File: src/rtl/enc_status_pkg.sv
package enc_status_pkg;
  localparam int STAT_W   = 16;
  localparam int HALL_LSB = 0;
  localparam int DMX_BIT  = 3;
  localparam int ERR_BIT  = 8;
  localparam int EQU_BIT  = 9;

  typedef logic [1:0] ab_t;
endpackage

File: src/rtl/quad_step_decode.sv
module quad_step_decode #(
  parameter int SYNC_STAGES = 2
) (
  input  logic clk,
  input  logic rst,
  input  logic a_in,
  input  logic b_in,
  output logic step,
  output logic up,
  output logic illegal
);
  import enc_status_pkg::*;

  logic [SYNC_STAGES-1:0] a_chain, b_chain;
  ab_t cur_ab, prev_ab, diff;

  generate
    if (SYNC_STAGES == 1) begin : g_one
      always_ff @(posedge clk) begin
        if (rst) begin
          a_chain <= '0;
          b_chain <= '0;
        end else begin
          a_chain <= a_in;
          b_chain <= b_in;
        end
      end
    end else begin : g_many
      always_ff @(posedge clk) begin
        if (rst) begin
          a_chain <= '0;
          b_chain <= '0;
        end else begin
          a_chain <= {a_chain[SYNC_STAGES-2:0], a_in};
          b_chain <= {b_chain[SYNC_STAGES-2:0], b_in};
        end
      end
    end
  endgenerate

  assign cur_ab = {a_chain[SYNC_STAGES-1], b_chain[SYNC_STAGES-1]};

  always_ff @(posedge clk) begin
    if (rst) prev_ab <= '0;
    else     prev_ab <= cur_ab;
  end

  always_comb begin
    diff    = cur_ab ^ prev_ab;
    step    = (diff == 2'b01) || (diff == 2'b10);
    illegal = (diff == 2'b11);
    up      = prev_ab[0] ^ cur_ab[1];
  end
endmodule

File: src/rtl/count_period_timer.sv
module count_period_timer #(
  parameter int TMR_W = 16
) (
  input  logic             clk,
  input  logic             rst,
  input  logic             tick,
  input  logic             restart,
  output logic [TMR_W-1:0] tmr_cnt,
  output logic [TMR_W-1:0] period_q
);
  localparam logic [TMR_W-1:0] TMR_MAX = {TMR_W{1'b1}};

  logic [TMR_W-1:0] with_tick;

  always_comb begin
    with_tick = tmr_cnt;
    if (tick && (tmr_cnt != TMR_MAX)) with_tick = tmr_cnt + 1'b1;
  end

  always_ff @(posedge clk) begin
    if (rst) begin
      tmr_cnt  <= '0;
      period_q <= '0;
    end else if (restart) begin
      period_q <= with_tick;
      tmr_cnt  <= '0;
    end else begin
      tmr_cnt  <= with_tick;
    end
  end
endmodule

File: src/rtl/pos_track.sv
module pos_track #(
  parameter int CNT_W = 16
) (
  input  logic             clk,
  input  logic             rst,
  input  logic             clr,
  input  logic             step,
  input  logic             up,
  input  logic             illegal,
  input  logic [CNT_W-1:0] cmp_val,
  output logic [CNT_W-1:0] pos_q,
  output logic             err_q,
  output logic             equ_q
);
  always_ff @(posedge clk) begin
    if (rst) begin
      pos_q <= '0;
      err_q <= 1'b0;
      equ_q <= 1'b0;
    end else begin
      equ_q <= (pos_q == cmp_val);
      if (clr) begin
        pos_q <= '0;
        err_q <= 1'b0;
      end else begin
        if (step) pos_q <= up ? pos_q + 1'b1 : pos_q - 1'b1;
        if (illegal) err_q <= 1'b1;
      end
    end
  end
endmodule

File: src/rtl/enc_status_capture.sv
module enc_status_capture #(
  parameter int CNT_W       = 16,
  parameter int TMR_W       = 16,
  parameter int SYNC_STAGES = 2
) (
  input  logic             clk,
  input  logic             rst,
  input  logic             sclk_en,
  input  logic             enc_a,
  input  logic             enc_b,
  input  logic [2:0]       hall_uvw,
  input  logic             demux_err,
  input  logic             cnt_clr,
  input  logic [CNT_W-1:0] cmp_val,
  output logic [CNT_W-1:0] position,
  output logic [15:0]      status_word,
  output logic [TMR_W-1:0] period_word,
  output logic             equ
);
  import enc_status_pkg::*;

  logic             step, up, illegal, err_q, dmx_q;
  logic [2:0]       hall_q;
  logic [TMR_W-1:0] tmr_cnt;

  quad_step_decode #(.SYNC_STAGES(SYNC_STAGES)) u_dec (
    .clk(clk), .rst(rst), .a_in(enc_a), .b_in(enc_b),
    .step(step), .up(up), .illegal(illegal)
  );

  count_period_timer #(.TMR_W(TMR_W)) u_tmr (
    .clk(clk), .rst(rst), .tick(sclk_en), .restart(step),
    .tmr_cnt(tmr_cnt), .period_q(period_word)
  );

  pos_track #(.CNT_W(CNT_W)) u_pos (
    .clk(clk), .rst(rst), .clr(cnt_clr), .step(step), .up(up),
    .illegal(illegal), .cmp_val(cmp_val),
    .pos_q(position), .err_q(err_q), .equ_q(equ)
  );

  always_ff @(posedge clk) begin
    if (rst) begin
      hall_q <= '0;
      dmx_q  <= 1'b0;
    end else begin
      dmx_q <= demux_err;
      if (step) hall_q <= hall_uvw;
    end
  end

  always_comb begin
    status_word                   = '0;
    status_word[HALL_LSB +: 3]    = hall_q;
    status_word[DMX_BIT]          = dmx_q;
    status_word[ERR_BIT]          = err_q;
    status_word[EQU_BIT]          = equ;
  end
endmodule

File: config.mk
export PLATFORM = sky130hd
export DESIGN_NAME = enc_status_capture
export DESIGN_NICKNAME = d
export VERILOG_FILES = /design/src/rtl/enc_status_pkg.sv /design/src/rtl/quad_step_decode.sv /design/src/rtl/count_period_timer.sv /design/src/rtl/pos_track.sv /design/src/rtl/enc_status_capture.sv
export SDC_FILE = /design/constraint.sdc
export NUM_CORES = 1
export LEC_CHECK = 0
export BUFFER_PORTS_ARGS = -buffer_cell sky130_fd_sc_hd__buf_4
export CAP_MARGIN = 20
export CORE_MARGIN = 5
export CORE_UTILIZATION = 54
export CTS_CLUSTER_DIAMETER = 50
export DETAILED_ROUTE_END_ITERATION = 16
export PLACE_DENSITY = 0.86
export SYNTH_ARGS = -nofsm -noshare
export SYNTH_HDL_FRONTEND = slang
export SYNTH_SLANG_ARGS = --single-unit
File: constraint.sdc
create_clock -name clk -period 3.7 [get_ports clk]
set_input_delay 0.37 -clock clk [delete_from_list [all_inputs] [get_ports clk]]
set_output_delay 0.37 -clock clk [all_outputs]
set_load 0.05 [all_outputs]
[Word level (Yosys, flattened, before mapping)]
Cells that the tools add are included.
Word-level totals
  output and inout port bits: 49
  register bits after elaboration: 60
  input bits: 26
  logic and storage cells: 26
Operators by class
  bitwise gates (word level): 2
  reduce and logical (&&, ||, !) cells: 4
  $add $sub $neg: 3
  muxes and demuxes: 2
  equality and inequality tests: 5
Operators by type and width (count)
  16-bit by 1-bit adder with 16-bit output (second input constant): 2
  16-bit 2-to-1 mux: 2
  16-bit equality test: 1
  16-bit inequality test (second input constant): 1
  16-bit by 1-bit subtractor with 16-bit output (second input constant): 1
  2-bit equality test (second input constant): 2
  2-bit OR reduction: 2
  2-bit by 1-bit equality test with 1-bit output (second input constant): 1
  2-bit bitwise XOR: 1
  1-bit logical AND: 1
  1-bit logical OR: 1
  1-bit bitwise XOR: 1

[Longest topological paths before layout]
Gate-level depths: netlist of run 1.
  depth after elaboration: 4
  gate-level depth with buffers: 10
  gate-level depth less buffers: 8

[By module]
A second synthesis of run 1 with hierarchy kept.
Unflattened totals
  cell total of the unflattened synthesis: 428
  area total of the unflattened synthesis: 3609.7 um2
Modules (own cells, without submodules)
  count_period_timer: cells each 189, area each 1610.3 um2, sequential area each 640.6 um2, instances 1
  pos_track: cells each 198, area each 1571.5 um2, sequential area each 360.3 um2, instances 1
  enc_status_capture: cells each 25, area each 229.0 um2, sequential area each 80.1 um2, instances 1
  quad_step_decode: cells each 16, area each 198.9 um2, sequential area each 120.1 um2, instances 1

[Worst setup path before layout of run 1]
No wires, ideal clock.
  path type: reg-to-reg
  start point: register u_dec.a_chain[1]
  end point: register u_pos.pos_q[12]
  stages on the path, launching flop included: 11
  arrival time: 2.572 ns
  required time: 3.621 ns
  path slack: 1.049 ns
  cells stage by stage: dfxtp_1 -> xor2_1 -> buf_2 -> buf_2 -> xnor2_1 -> ha_1 -> or3_1 -> a21o_1 -> o211a_1 -> or4_1 -> o211ai_1
On the way
  cells in the longest elaborated chain, start to end: 3
  elaborated cells between the ends (all ways): 6
RTL lines
  from (decl): line quad_step_decode.sv:14  | logic [SYNC_STAGES-1:0] a_chain, b_chain;
  from (signal assigned): line quad_step_decode.sv:34  | a_chain <= {a_chain[SYNC_STAGES-2:0], a_in};
  2-bit bitwise XOR: line quad_step_decode.sv:49  | diff = cur_ab ^ prev_ab;
  2-bit by 1-bit equality test with 1-bit output or 2-bit equality test (tied branches): line quad_step_decode.sv:50  | step = (diff == 2'b01) || (diff == 2'b10);
  1-bit logical OR: line quad_step_decode.sv:50
  to (signal assigned): line pos_track.sv:26  | if (step) pos_q <= up ? pos_q + 1'b1 : pos_q - 1'b1;
  to (decl): line pos_track.sv:11  | output logic [CNT_W-1:0] pos_q,
Parallel ways exist; a longest one is shown, timed or not.
A chain may end at the register's enable or synchronous reset.

[Worst setup path in the final report of run 1]
  start point: register u_dec.a_chain[1]
  end point: register u_pos.pos_q[12]
On the way
  cells in the longest elaborated chain, start to end: 3
  elaborated cells between the ends (all ways): 6
RTL lines
  2-bit bitwise XOR *: line quad_step_decode.sv:49
  2-bit by 1-bit equality test with 1-bit output or 2-bit equality test (tied branches): line quad_step_decode.sv:50
  1-bit logical OR *: line quad_step_decode.sv:50
  named net step: line enc_status_capture.sv:22  | logic step, up, illegal, err_q, dmx_q;
Mark *: on every way through the listed nets, which the timed path passes. The rest lies on a longest branch.

==> flow_metrics.env, run 1 <==
export IMPL_status="finished, final reports clean"
export IMPL_syn2layout_area_growth_pct=18.5
export IMPL_rsz0062_at_grt="no"
export IMPL_postLayoutSetupSlackWorst_ns=1.23
export IMPL_fin_tns_setup_ns=0
export IMPL_post_route_min_period_ns=2.47
export IMPL_irDropWorstVdd_v=0.000485
export IMPL_end_kind="flip-flop"
export IMPL_gr_usage_all_layers_pct=23.2
export IMPL_hpwl_mm=6.04
export IMPL_fin_cells=532
export IMPL_cts_setup_buffers=0
export IMPL_num_rows=28
export IMPL_wire_per_inst_um=16.7
export IMPL_critPathMaxFanout=8
export IMPL_layout_cell_area_non_filler_um2=4000
export IMPL_cts_made_buffers=9
export IMPL_cts_root_buffer="clkbuf_8"
export IMPL_grt_pass1_vias=3022
export IMPL_final_common_cell="buf_4"
export IMPL_worst_pin_slew_ns=0.575
export IMPL_place_area_um2=3770
export IMPL_synth_top_area_share_pct=35.6
export IMPL_antenna_cells=0
export IMPL_skew_ns=0.0104
export IMPL_drv_cap=0
export IMPL_die_y_um=89.0
export IMPL_drive_gt1_share_pct=21.0
export IMPL_critical_path_class="reg -> reg"
export IMPL_syn_area_um2=3370
export IMPL_syn_avg_cell_area_um2=8.22
export IMPL_h_tree_depth=3
export IMPL_arrival_ns=2.75
export IMPL_hold_violations=0
export IMPL_fin_crit_sh_pct=66.8
export IMPL_report_final_slew_viol_count=0
export IMPL_clock_path_buffers=2
export IMPL_finalNetCount=481
export IMPL_cts_tree="done"
export IMPL_final_setup_viol_count=0
export IMPL_dieArea_um2=7920
export IMPL_cts_hold_repair_buffers=0
export IMPL_drc=0
export IMPL_p_leak_nw=1.60
export IMPL_io_buffers=64
export IMPL_multi_input_area_um2=1950
export IMPL_synth_async_reset_ratio_pct=0
export IMPL_post_place_ws_ns=1.25
export IMPL_synth_area_leaders="dfxtp_1, xor2_1, nor2_1"
export IMPL_coreArea_um2=5990
export IMPL_antenna_found_initial=0
export IMPL_postRouteAntennaNets=0
export IMPL_vias=3212
export IMPL_critPathLaunchType="flip-flop"
export IMPL_gp_congestion=0.942
export IMPL_io_pins=75
export IMPL_drtIter0Drc=458
export IMPL_drt_wl_total_mm=8.89
export IMPL_fill_cells=519
export IMPL_start_util_pct=56.3
export IMPL_dominantRegCellSynth="dfxtp_1"
export IMPL_cts_sinks=60
export IMPL_grt_max_degree=32
export IMPL_maxSlewHeadroom_pct=61.6
export IMPL_synth_seq_area_share_pct=35.6
export IMPL_ys_types=58
export IMPL_crit_required_ns=3.98
export IMPL_regArea_um2=1200
export IMPL_cts_resized_gates=0
export IMPL_whs_ns=0.235
export IMPL_place_inst=516
export IMPL_drtPass1Iterations=5
export IMPL_powerDensity_nw_per_um2=474
export IMPL_hp_class="in -> reg"
export IMPL_vias_per_cell=6.04
export IMPL_synth_edf_count=0
export IMPL_grt_pass1_wl_mm=14.4
export IMPL_ys_warn_count=0
export IMPL_clock_latency_ns=0.35
export IMPL_grt_overflow=0
export IMPL_ys_ff_latch=60
export IMPL_die_x_um=89.0
export IMPL_clk_pin_slew_ns=0.08
export IMPL_synth_area_leader_cell="dfxtp_1"
export IMPL_syn_inst=410
export IMPL_fmax_ghz=0.405
export IMPL_layout_common_cells="buf_4, dfxtp_1, nor2_1"
## layer usage
metal / part of all wire, % / vias to the layer above / GRT usage [%]
met2: 49 / 164 / 38.7
met5: 0 / - / 0
met1: 41 / 1501 / 29.3
li1: - / 1532 / -
met3: 9.2 / 15 / 5.62
met4: 1.5 / 0 / 8.53
## cell families (layout without fill, tap and decap cells)
group | Yosys count | after routing | share of synthesized area, %
flops | 60 | 60 | 35.6
compound gates | 66 | 66 | 14.2
mux | 8 | 8 | 2.41
xor+xnor | 41 | 41 | 10.6
simple gates | 182 | 182 | 28.3
other cells | 1 | 10 | 0.111
buf+inv | 49 | 87 | 7.50
fa+ha+maj | 3 | 3 | 1.11
## Yosys cell counts (10+ instances only)
master / n
a211oi_1: 17
a21oi_1: 12
buf_4: 13
clkbuf_1: 18
dfxtp_1: 60
nand2_1: 22
nand3_1: 15
nand4_1: 14
nor2_1: 53
nor3_1: 18
nor4_1: 11
o21ai_0: 10
xnor2_1: 16
xor2_1: 25
## through the flow
| stage | power (mW) | util (%) |
|---|---|---|
| floorplan | 1.11 | - |
| global placement | 1.22 | 63.0 |
| detailed placement | 1.23 | 63.0 |
| CTS | 1.90 | 66.7 |
| global route | 1.98 | 66.7 |
| finish | 1.89 | 66.7 |
## worst paths after layout
check / startpoint / endpoint / slack [ns] / cells past startpoint
setup / recovery: u_dec.a_chain[1]$_SDFF_PP0_ / u_pos.pos_q[12]$_SDFFE_PP0P_ / 1.23 / 7
hold / removal: enc_b / u_dec.b_chain[0]$_SDFF_PP0_ / 0.23 / 2
setup reg to reg: u_dec.a_chain[1]$_SDFF_PP0_ / u_pos.pos_q[12]$_SDFFE_PP0P_ / 1.23 / 7
hold reg to reg: u_dec.a_chain[0]$_SDFF_PP0_ / u_dec.a_chain[1]$_SDFF_PP0_ / 0.45 / 1
## critical path, cell delays in order, from the launching register on
cell	delay, ns
dfxtp_1	0.36
xor2_1	0.18
ha_1	0.43
nor4b_1	0.42
nand2_1	0.13
or3_1	0.38
or4_1	0.41
o211ai_1	0.10
## state kept, by name (all words and copies together) (netlist names)
register and cells:
dmx_q 1, hall_q 3, u_dec.a_chain 2, u_dec.b_chain 2, u_dec.prev_ab 2, u_pos.equ_q 1, u_pos.err_q 1, u_pos.pos_q 16
u_tmr.period_q 16, u_tmr.tmr_cnt 16
## where the power goes
group	total (mW)	switching [mW]	internal [mW]
combinational	0.479	0.310	0.168
sequential	0.742	0.0565	0.685
clock	0.673	0.275	0.397
total	1.89	0.642	1.25
## layout make-up
cell class	count	share of cell area [%]
repair buffers	69	13.0
clock buffers	10	3.44
inverters	2	0.188
well taps	75	2.35
clock inverters	6	2.16
flip-flops and latches	60	30.1
multi-input cells	310	48.8
(Power assumes the default switching activity.)
==> run 2: changes to the inputs <==
--- a/config.mk
+++ b/config.mk
@@ -5,13 +5,14 @@
 export SDC_FILE = /design/constraint.sdc
 export NUM_CORES = 1
 export LEC_CHECK = 0
+export ABC_AREA = 1
 export BUFFER_PORTS_ARGS = -buffer_cell sky130_fd_sc_hd__buf_4
 export CAP_MARGIN = 20
 export CORE_MARGIN = 5
-export CORE_UTILIZATION = 54
+export CORE_UTILIZATION = 50
 export CTS_CLUSTER_DIAMETER = 50
 export DETAILED_ROUTE_END_ITERATION = 16
-export PLACE_DENSITY = 0.86
+export PLACE_DENSITY = 0.83
 export SYNTH_ARGS = -nofsm -noshare
 export SYNTH_HDL_FRONTEND = slang
 export SYNTH_SLANG_ARGS = --single-unit
==> constraint.sdc (replaced) <==
create_clock -name clk -period 2.05 [get_ports clk]
set_input_delay 0.205 -clock clk [delete_from_list [all_inputs] [get_ports clk]]
set_output_delay 0.205 -clock clk [all_outputs]
set_load 0.05 [all_outputs]
==> run 2 against run 1 <==
Clock power rose by 71%. Register-to-register slack lost 1.1 ns. Fmax increased by 28%. Largest cell class unchanged. Synthesized cell count grew 28%. Critical path depth grew 4. Die area increased by 11%.
==> flow_metrics.env, run 2 <==
export IMPL_grt_pass1_vias=3414
export IMPL_switchingPower_mw=1.16
export IMPL_postRouteAntennaNets=0
export IMPL_grt_overflow=0
export IMPL_reg2reg_from="u_tmr.tmr_cnt[0]$_SDFF_PP0_"
export IMPL_irDropWorstVdd_v=0.000403
export IMPL_dominantRegCellSynth="dfxtp_1"
export IMPL_syn_inst=526
export IMPL_synth_seq_area_share_pct=34.2
export IMPL_largestRegisters="u_pos.pos_q x16, u_tmr.period_q x16, u_tmr.tmr_cnt x16"
export IMPL_clock_power_share_pct=35.4
export IMPL_hpwl_mm=6.84
export IMPL_gr_usage_all_layers_pct=22.3
export IMPL_whs_ns=0.0500
export IMPL_critPathLaunchType="flip-flop"
export IMPL_p_leak_nw=2.11
export IMPL_drtIter0Drc=216
export IMPL_synth_area_leader_cell="dfxtp_1"
export IMPL_synth_async_reset_ratio_pct=0
export IMPL_io_buffers=64
export IMPL_hp_class="in -> reg"
export IMPL_cp_startpoint="u_tmr.tmr_cnt[0]$_SDFF_PP0_"
export IMPL_fin_crit_sh_pct=94.1
export IMPL_syn_avg_cell_area_um2=6.68
export IMPL_drv_cap=0
export IMPL_final_setup_viol_count=0
export IMPL_drc=0
export IMPL_synth_edf_count=0
export IMPL_vias=3458
export IMPL_fmax_ghz=0.518
export IMPL_vias_per_cell=5.01
export IMPL_intPower_mw=2.09
export IMPL_status="finished, final reports clean"
export IMPL_post_route_min_period_ns=1.93
export IMPL_ys_ff_latch=60
export IMPL_hold_violations=0
export IMPL_cts_tree="done"
export IMPL_swShare_pct=35.6
export IMPL_skew_ns=0.0117
export IMPL_r2r_end="u_tmr.tmr_cnt[14]$_SDFF_PP0_"
export IMPL_cts_made_buffers=9
export IMPL_final_common_cell="nand2_1"
export IMPL_gp_congestion=0.940
export IMPL_cts_hold_repair_buffers=0
export IMPL_arrival_ns=2.17
export IMPL_critical_path_class="reg -> reg"
export IMPL_clock_latency_ns=0.36
export IMPL_wire_per_inst_um=13.4
export IMPL_powerDensity_nw_per_um2=760
export IMPL_sequentialPowerShare_pct=38.2
export IMPL_synth_area_leaders="dfxtp_1, nand2_1, inv_1"
export IMPL_ys_warn_count=0
export IMPL_regArea_um2=1200
export IMPL_synth_top_area_share_pct=34.2
export IMPL_h_tree_depth=3
export IMPL_drive_gt1_share_pct=21.7
export IMPL_antenna_found_initial=0
export IMPL_grt_max_degree=25
export IMPL_endpoint="u_tmr.tmr_cnt[14]$_SDFF_PP0_"
export IMPL_p_comb_share_pct=26.5
export IMPL_dieArea_um2=8810
export IMPL_drtPass1Iterations=5
export IMPL_final_util_pct=62.7
export IMPL_ys_types=35
export IMPL_layout_common_cells="nand2_1, inv_1, buf_4"
export IMPL_die_x_um=93.9
export IMPL_clock_path_buffers=2
export IMPL_critPathMaxFanout=9
export IMPL_die_y_um=93.9
export IMPL_num_rows=30
export IMPL_syn2layout_area_growth_pct=21.9
export IMPL_r2r_slack_ns=0.12
export IMPL_synthTopCellsByCount="nand2_1, inv_1, dfxtp_1, nor2_1, nand3_1"
export IMPL_drt_wl_total_mm=9.25
export IMPL_totalPowerFinal_mw=3.25
export IMPL_synth_most_common_cell="nand2_1"
export IMPL_start_util_pct=51.5
export IMPL_report_final_slew_viol_count=0
export IMPL_cts_sinks=60
export IMPL_r2r_cells=11
export IMPL_fill_cells=623
export IMPL_multi_input_area_um2=1920
export IMPL_crit_required_ns=2.29
export IMPL_cts_root_buffer="clkbuf_8"
export IMPL_syn_area_um2=3520
export IMPL_finalNetCount=618
export IMPL_grt_pass1_wl_mm=15.5
export IMPL_io_pins=75
export IMPL_clk_pin_slew_ns=0.08
export IMPL_end_kind="flip-flop"
export IMPL_coreArea_um2=6830
export IMPL_antenna_cells=0
run 2: cell types whose count changed after synthesis, moves of 9 or more:
cell | previous run | this run
nand2_1 | 22 | 133
inv_1 | 2 | 80
o21ai_0 | 10 | 28
nand2_2 | 1 | 16
nand3_1 | 15 | 30
a211oi_1 | 17 | 3
nor3_1 | 18 | 4
nand4_1 | 14 | 2
clkbuf_1 | 18 | 8
nor4_1 | 11 | 2
run 2: power by group through the flow:
stage / clock [mW] / combinational (mW) / sequential [mW]
final: 1.15 / 0.861 / 1.24
after global routing: 1.25 / 0.951 / 1.25
after CTS: 1.17 / 0.845 / 1.24
after detailed placement: 0 / 0.838 / 1.27
after global placement: 0 / 0.828 / 1.26
after floorplan: 0 / 0.552 / 1.36
run 2: worst min-delay path by stage:
stage | cells past startpoint | endpoint | startpoint
2_1_floorplan | 2 | dmx_q$_SDFF_PP0_ | demux_err
3_3_place_gp | 2 | u_dec.a_chain[1]$_SDFF_PP0_ | u_dec.a_chain[0]$_SDFF_PP0_
3_5_place_dp | 2 | u_dec.a_chain[1]$_SDFF_PP0_ | u_dec.a_chain[0]$_SDFF_PP0_
4_1_cts | 3 | dmx_q$_SDFF_PP0_ | demux_err
5_1_grt | 3 | u_dec.b_chain[0]$_SDFF_PP0_ | enc_b
6_report | 3 | u_dec.b_chain[0]$_SDFF_PP0_ | enc_b
run 2: area by class of cell:
cell class | count | share of cell area [%]
Clock buffer | 10 | 3.21
Clock inverter | 6 | 1.64
Inverter | 83 | 7.27
Multi-Input combinational cell | 366 | 44.9
Sequential cell | 60 | 28.1
Tap cell | 96 | 2.80
Timing Repair Buffer | 69 | 12.1
run 2: worst max-delay path, stage by stage, from the launching register on:
cell	delay, ns
dfxtp_2	0.34
ha_1	0.21
nand3_1	0.12
nor2_2	0.07
nand3_1	0.13
nand2_4	0.10
inv_2	0.14
nand2_1	0.12
nor2_2	0.17
nand2_1	0.13
xnor2_2	0.16
and2_1	0.14
run 2: logic make-up (layout without fill, tap and decap cells):
kind of cell	count (synthesis)	in the layout	synth area share [%]
DFF	60	60	34.2
buffers and inverters	109	168	13.7
adders and majority gates	3	3	1.07
muxes	1	1	0.285
other	1	10	0.107
xor gates and xnor gates	32	32	7.97
and+or+nand+nor	254	254	31.1
AOI/OAI and AO/OA	66	66	11.6
run 2: stage by stage:
stage | cells | instance area (um2) | setup WS (ns) | TNS (ns)
finish | 690 | 4280 | 0.121 | 0
detailed placement | 674 | 4020 | 0.0779 | 0
global route | 690 | 4280 | -0.0782 | -0.207
CTS | 690 | 4220 | 0.0435 | 0
floorplan | 535 | 3550 | 0.158 | 0
global placement | 674 | 4020 | 0.143 | 0
run 2: metal layers:
| metal | GRT usage (%) | up-vias | routed length (um) |
|---|---|---|---|
| met1 | 25.9 | 1565 | 3850 |
| met3 | 6.17 | 22 | 606 |
| li1 | - | 1739 | - |
| met2 | 38.8 | 132 | 4560 |
| met4 | 8.18 | 0 | 227 |
| met5 | 0 | - | 0 |
run 2: repair_timing:
item                                   4_1_cts  5_1_grt
endpoints found under the hold margin        0        0
setup buffers                                0        0
setup endpoints to repair                    0       28
resized for setup                            0       15
==> run 3: changes to the inputs <==
--- a/config.mk
+++ b/config.mk
@@ -7,12 +7,11 @@
 export LEC_CHECK = 0
 export ABC_AREA = 1
 export BUFFER_PORTS_ARGS = -buffer_cell sky130_fd_sc_hd__buf_4
-export CAP_MARGIN = 20
 export CORE_MARGIN = 5
 export CORE_UTILIZATION = 50
 export CTS_CLUSTER_DIAMETER = 50
 export DETAILED_ROUTE_END_ITERATION = 16
-export PLACE_DENSITY = 0.83
+export PLACE_DENSITY = 0.8
 export SYNTH_ARGS = -nofsm -noshare
 export SYNTH_HDL_FRONTEND = slang
 export SYNTH_SLANG_ARGS = --single-unit
==> run 3 against run 2 <==
Clock power is 17% lower. First-iteration DRC count is 12% lower. Clock-buffer cell count is 1 lower. Setup slack better by 0.084 ns. Largest cell class unchanged. Final cell count is 0.29% higher. Via count is 1.4% lower. Critical path depth is 2 higher. Critical path type unchanged. Critical endpoint is now u_pos.pos_q[15]$_SDFFE_PP0P_. Hold slack better by 0.012 ns.
==> flow_metrics.env, run 3 (synthesis results as in run 2) <==
export IMPL_clock_path_buffers=2
export IMPL_fmax_ghz=0.542
export IMPL_critPathLaunchType="flip-flop"
export IMPL_crit_top_cell="nand2_1"
export IMPL_die_x_um=93.9
export IMPL_totalPowerFinal_mw=3.06
export IMPL_io_buffers=64
export IMPL_critPathMaxFanout=22
export IMPL_coreArea_um2=6830
export IMPL_post_route_min_period_ns=1.85
export IMPL_finalNetCount=620
export IMPL_r2r_end="u_pos.pos_q[15]$_SDFFE_PP0P_"
export IMPL_antenna_cells=0
export IMPL_fill_cells=660
export IMPL_report_final_slew_viol_count=0
export IMPL_grt_pass1_wl_mm=14.4
export IMPL_cts_made_buffers=9
export IMPL_final_common_cell="nand2_1"
export IMPL_drtIter0Drc=190
export IMPL_powerDensity_nw_per_um2=722
export IMPL_cts_hold_repair_buffers=0
export IMPL_drt_wl_total_mm=8.67
export IMPL_status="finished, final reports clean"
export IMPL_vias=3410
export IMPL_arrival_ns=2.10
export IMPL_reg2reg_from="u_dec.a_chain[1]$_SDFF_PP0_"
export IMPL_dieArea_um2=8810
export IMPL_gp_congestion=0.908
export IMPL_vias_per_cell=4.93
export IMPL_num_rows=30
export IMPL_r2r_slack_ns=0.20
export IMPL_postLayoutSetupSlackWorst_ns=0.205
export IMPL_drtPass1Iterations=5
export IMPL_postRouteAntennaNets=0
export IMPL_cts_sinks=60
export IMPL_cpMaxStageDelayCell="dfxtp_2"
export IMPL_crit_required_ns=2.31
export IMPL_r2r_cells=13
export IMPL_p_leak_nw=2.08
export IMPL_drive_gt1_share_pct=21.3
export IMPL_hpwl_mm=6.67
export IMPL_layout_common_cells="nand2_1, inv_1, buf_4"
export IMPL_grt_max_degree=23
export IMPL_syn2layout_area_growth_pct=20.4
export IMPL_hold_violations=0
export IMPL_irDropWorstVdd_v=0.000489
export IMPL_fin_crit_sh_pct=90.0
export IMPL_grt_overflow=0
export IMPL_critPathMaxStageDelay_ns=0.37
export IMPL_final_setup_viol_count=0
export IMPL_wire_per_inst_um=12.5
export IMPL_clock_latency_ns=0.35
export IMPL_endpoint="u_pos.pos_q[15]$_SDFFE_PP0P_"
export IMPL_worstHoldStart="demux_err"
export IMPL_critical_path_class="reg -> reg"
export IMPL_h_tree_depth=3
export IMPL_gr_usage_all_layers_pct=20.5
export IMPL_crit_path_cell_trace="inv_1 > nand2_2 > nand2_4 > nand2_1 > nand2_1 > nor2_1 > nand2_1 > nor2_2 > nand2_2 > nand3_1 > nand3_1 > nand2_1 > inv_1"
export IMPL_start_util_pct=51.5
export IMPL_layout_cell_area_non_filler_um2=4230
export IMPL_io_pins=75
export IMPL_clk_pin_slew_ns=0.08
export IMPL_drv_cap=0
export IMPL_cp_startpoint="u_dec.a_chain[1]$_SDFF_PP0_"
export IMPL_skew_ns=0.00992
export IMPL_place_area_um2=4030
export IMPL_cts_tree="done"
export IMPL_grt_pass1_vias=3318
export IMPL_drc=0
export IMPL_largestRegisters="u_pos.pos_q x16, u_tmr.period_q x16, u_tmr.tmr_cnt x16"
export IMPL_end_kind="flip-flop"
export IMPL_antenna_found_initial=0
export IMPL_die_y_um=93.9
export IMPL_hp_class="in -> reg"
export IMPL_cts_root_buffer="clkbuf_8"
export IMPL_post_place_ws_ns=0.0908
==> run 3: cell types whose count changed in the layout (fill, tap and decap cells not counted), sizes merged <==
cell | previous run | this run
inv | 86 | 85
clkinvlp | 0 | 3
clkbuf | 10 | 9
bufinv | 1 | 0
buf | 69 | 71
==> run 3: power breakdown <==
group	total, mW	switching, mW	internal, mW
combinational	0.856	0.569	0.287
sequential	1.24	0.0363	1.20
clock	0.960	0.519	0.441
==> run 3: critical path: cells and delay by family, from the launching register on <==
family / cells / cell delay, ns
simple gates: 11 / 1.23
flops: 1 / 0.37
buf+inv: 2 / 0.12
==> run 3: cell type report <==
| type | count | area, um2 | area share (%) |
|---|---|---|---|
| inverter | 83 | 312 | 7.36 |
| clock buffer | 9 | 124 | 2.93 |
| tap | 96 | 120 | 2.84 |
| timing repair buffer | 71 | 533 | 12.6 |
| multi-input combinational | 366 | 1890 | 44.7 |
| sequential | 60 | 1200 | 28.4 |
| clock inverter | 7 | 50.0 | 1.18 |
==> run 3: what timing repair did <==
action | CTS | global route
buffers inserted | 0 | 0
endpoints found under the hold margin | 0 | 0
gates resized for setup | 0 | 9
endpoints found under the setup margin | 0 | 12
==> run 3: worst min-delay path by stage <==
stage                                              to  depth (start not counted)
after floorplan                      dmx_q$_SDFF_PP0_                          2
after global placement    u_dec.a_chain[1]$_SDFF_PP0_                          2
after detailed placement  u_dec.a_chain[1]$_SDFF_PP0_                          2
after CTS                            dmx_q$_SDFF_PP0_                          3
after global routing           hall_q[1]$_SDFFE_PP0P_                          2
final                                dmx_q$_SDFF_PP0_                          3
==> run 3: layer usage <==
metal,track usage [%],vias to the layer above,part of all wire [%]
met4,8.54,0,0.83
li1,-,1741,-
met1,23.1,1532,42
met2,36.3,125,50
met3,5.13,12,6.8
met5,0,-,0
==> run 3: stage by stage <==
| step | hold WS, ns | instances | util (%) | setup TNS (ns) |
|---|---|---|---|---|
| floorplan | 0.312 | 535 | - | 0 |
| finish | 0.0625 | 692 | 62.0 | 0 |
| CTS | 0.0507 | 692 | 61.6 | 0 |
| detailed placement | 0.397 | 676 | 59.0 | 0 |
| global placement | 0.390 | 676 | 59.0 | 0 |
| global route | 0.0622 | 692 | 62.0 | -0.000235 |
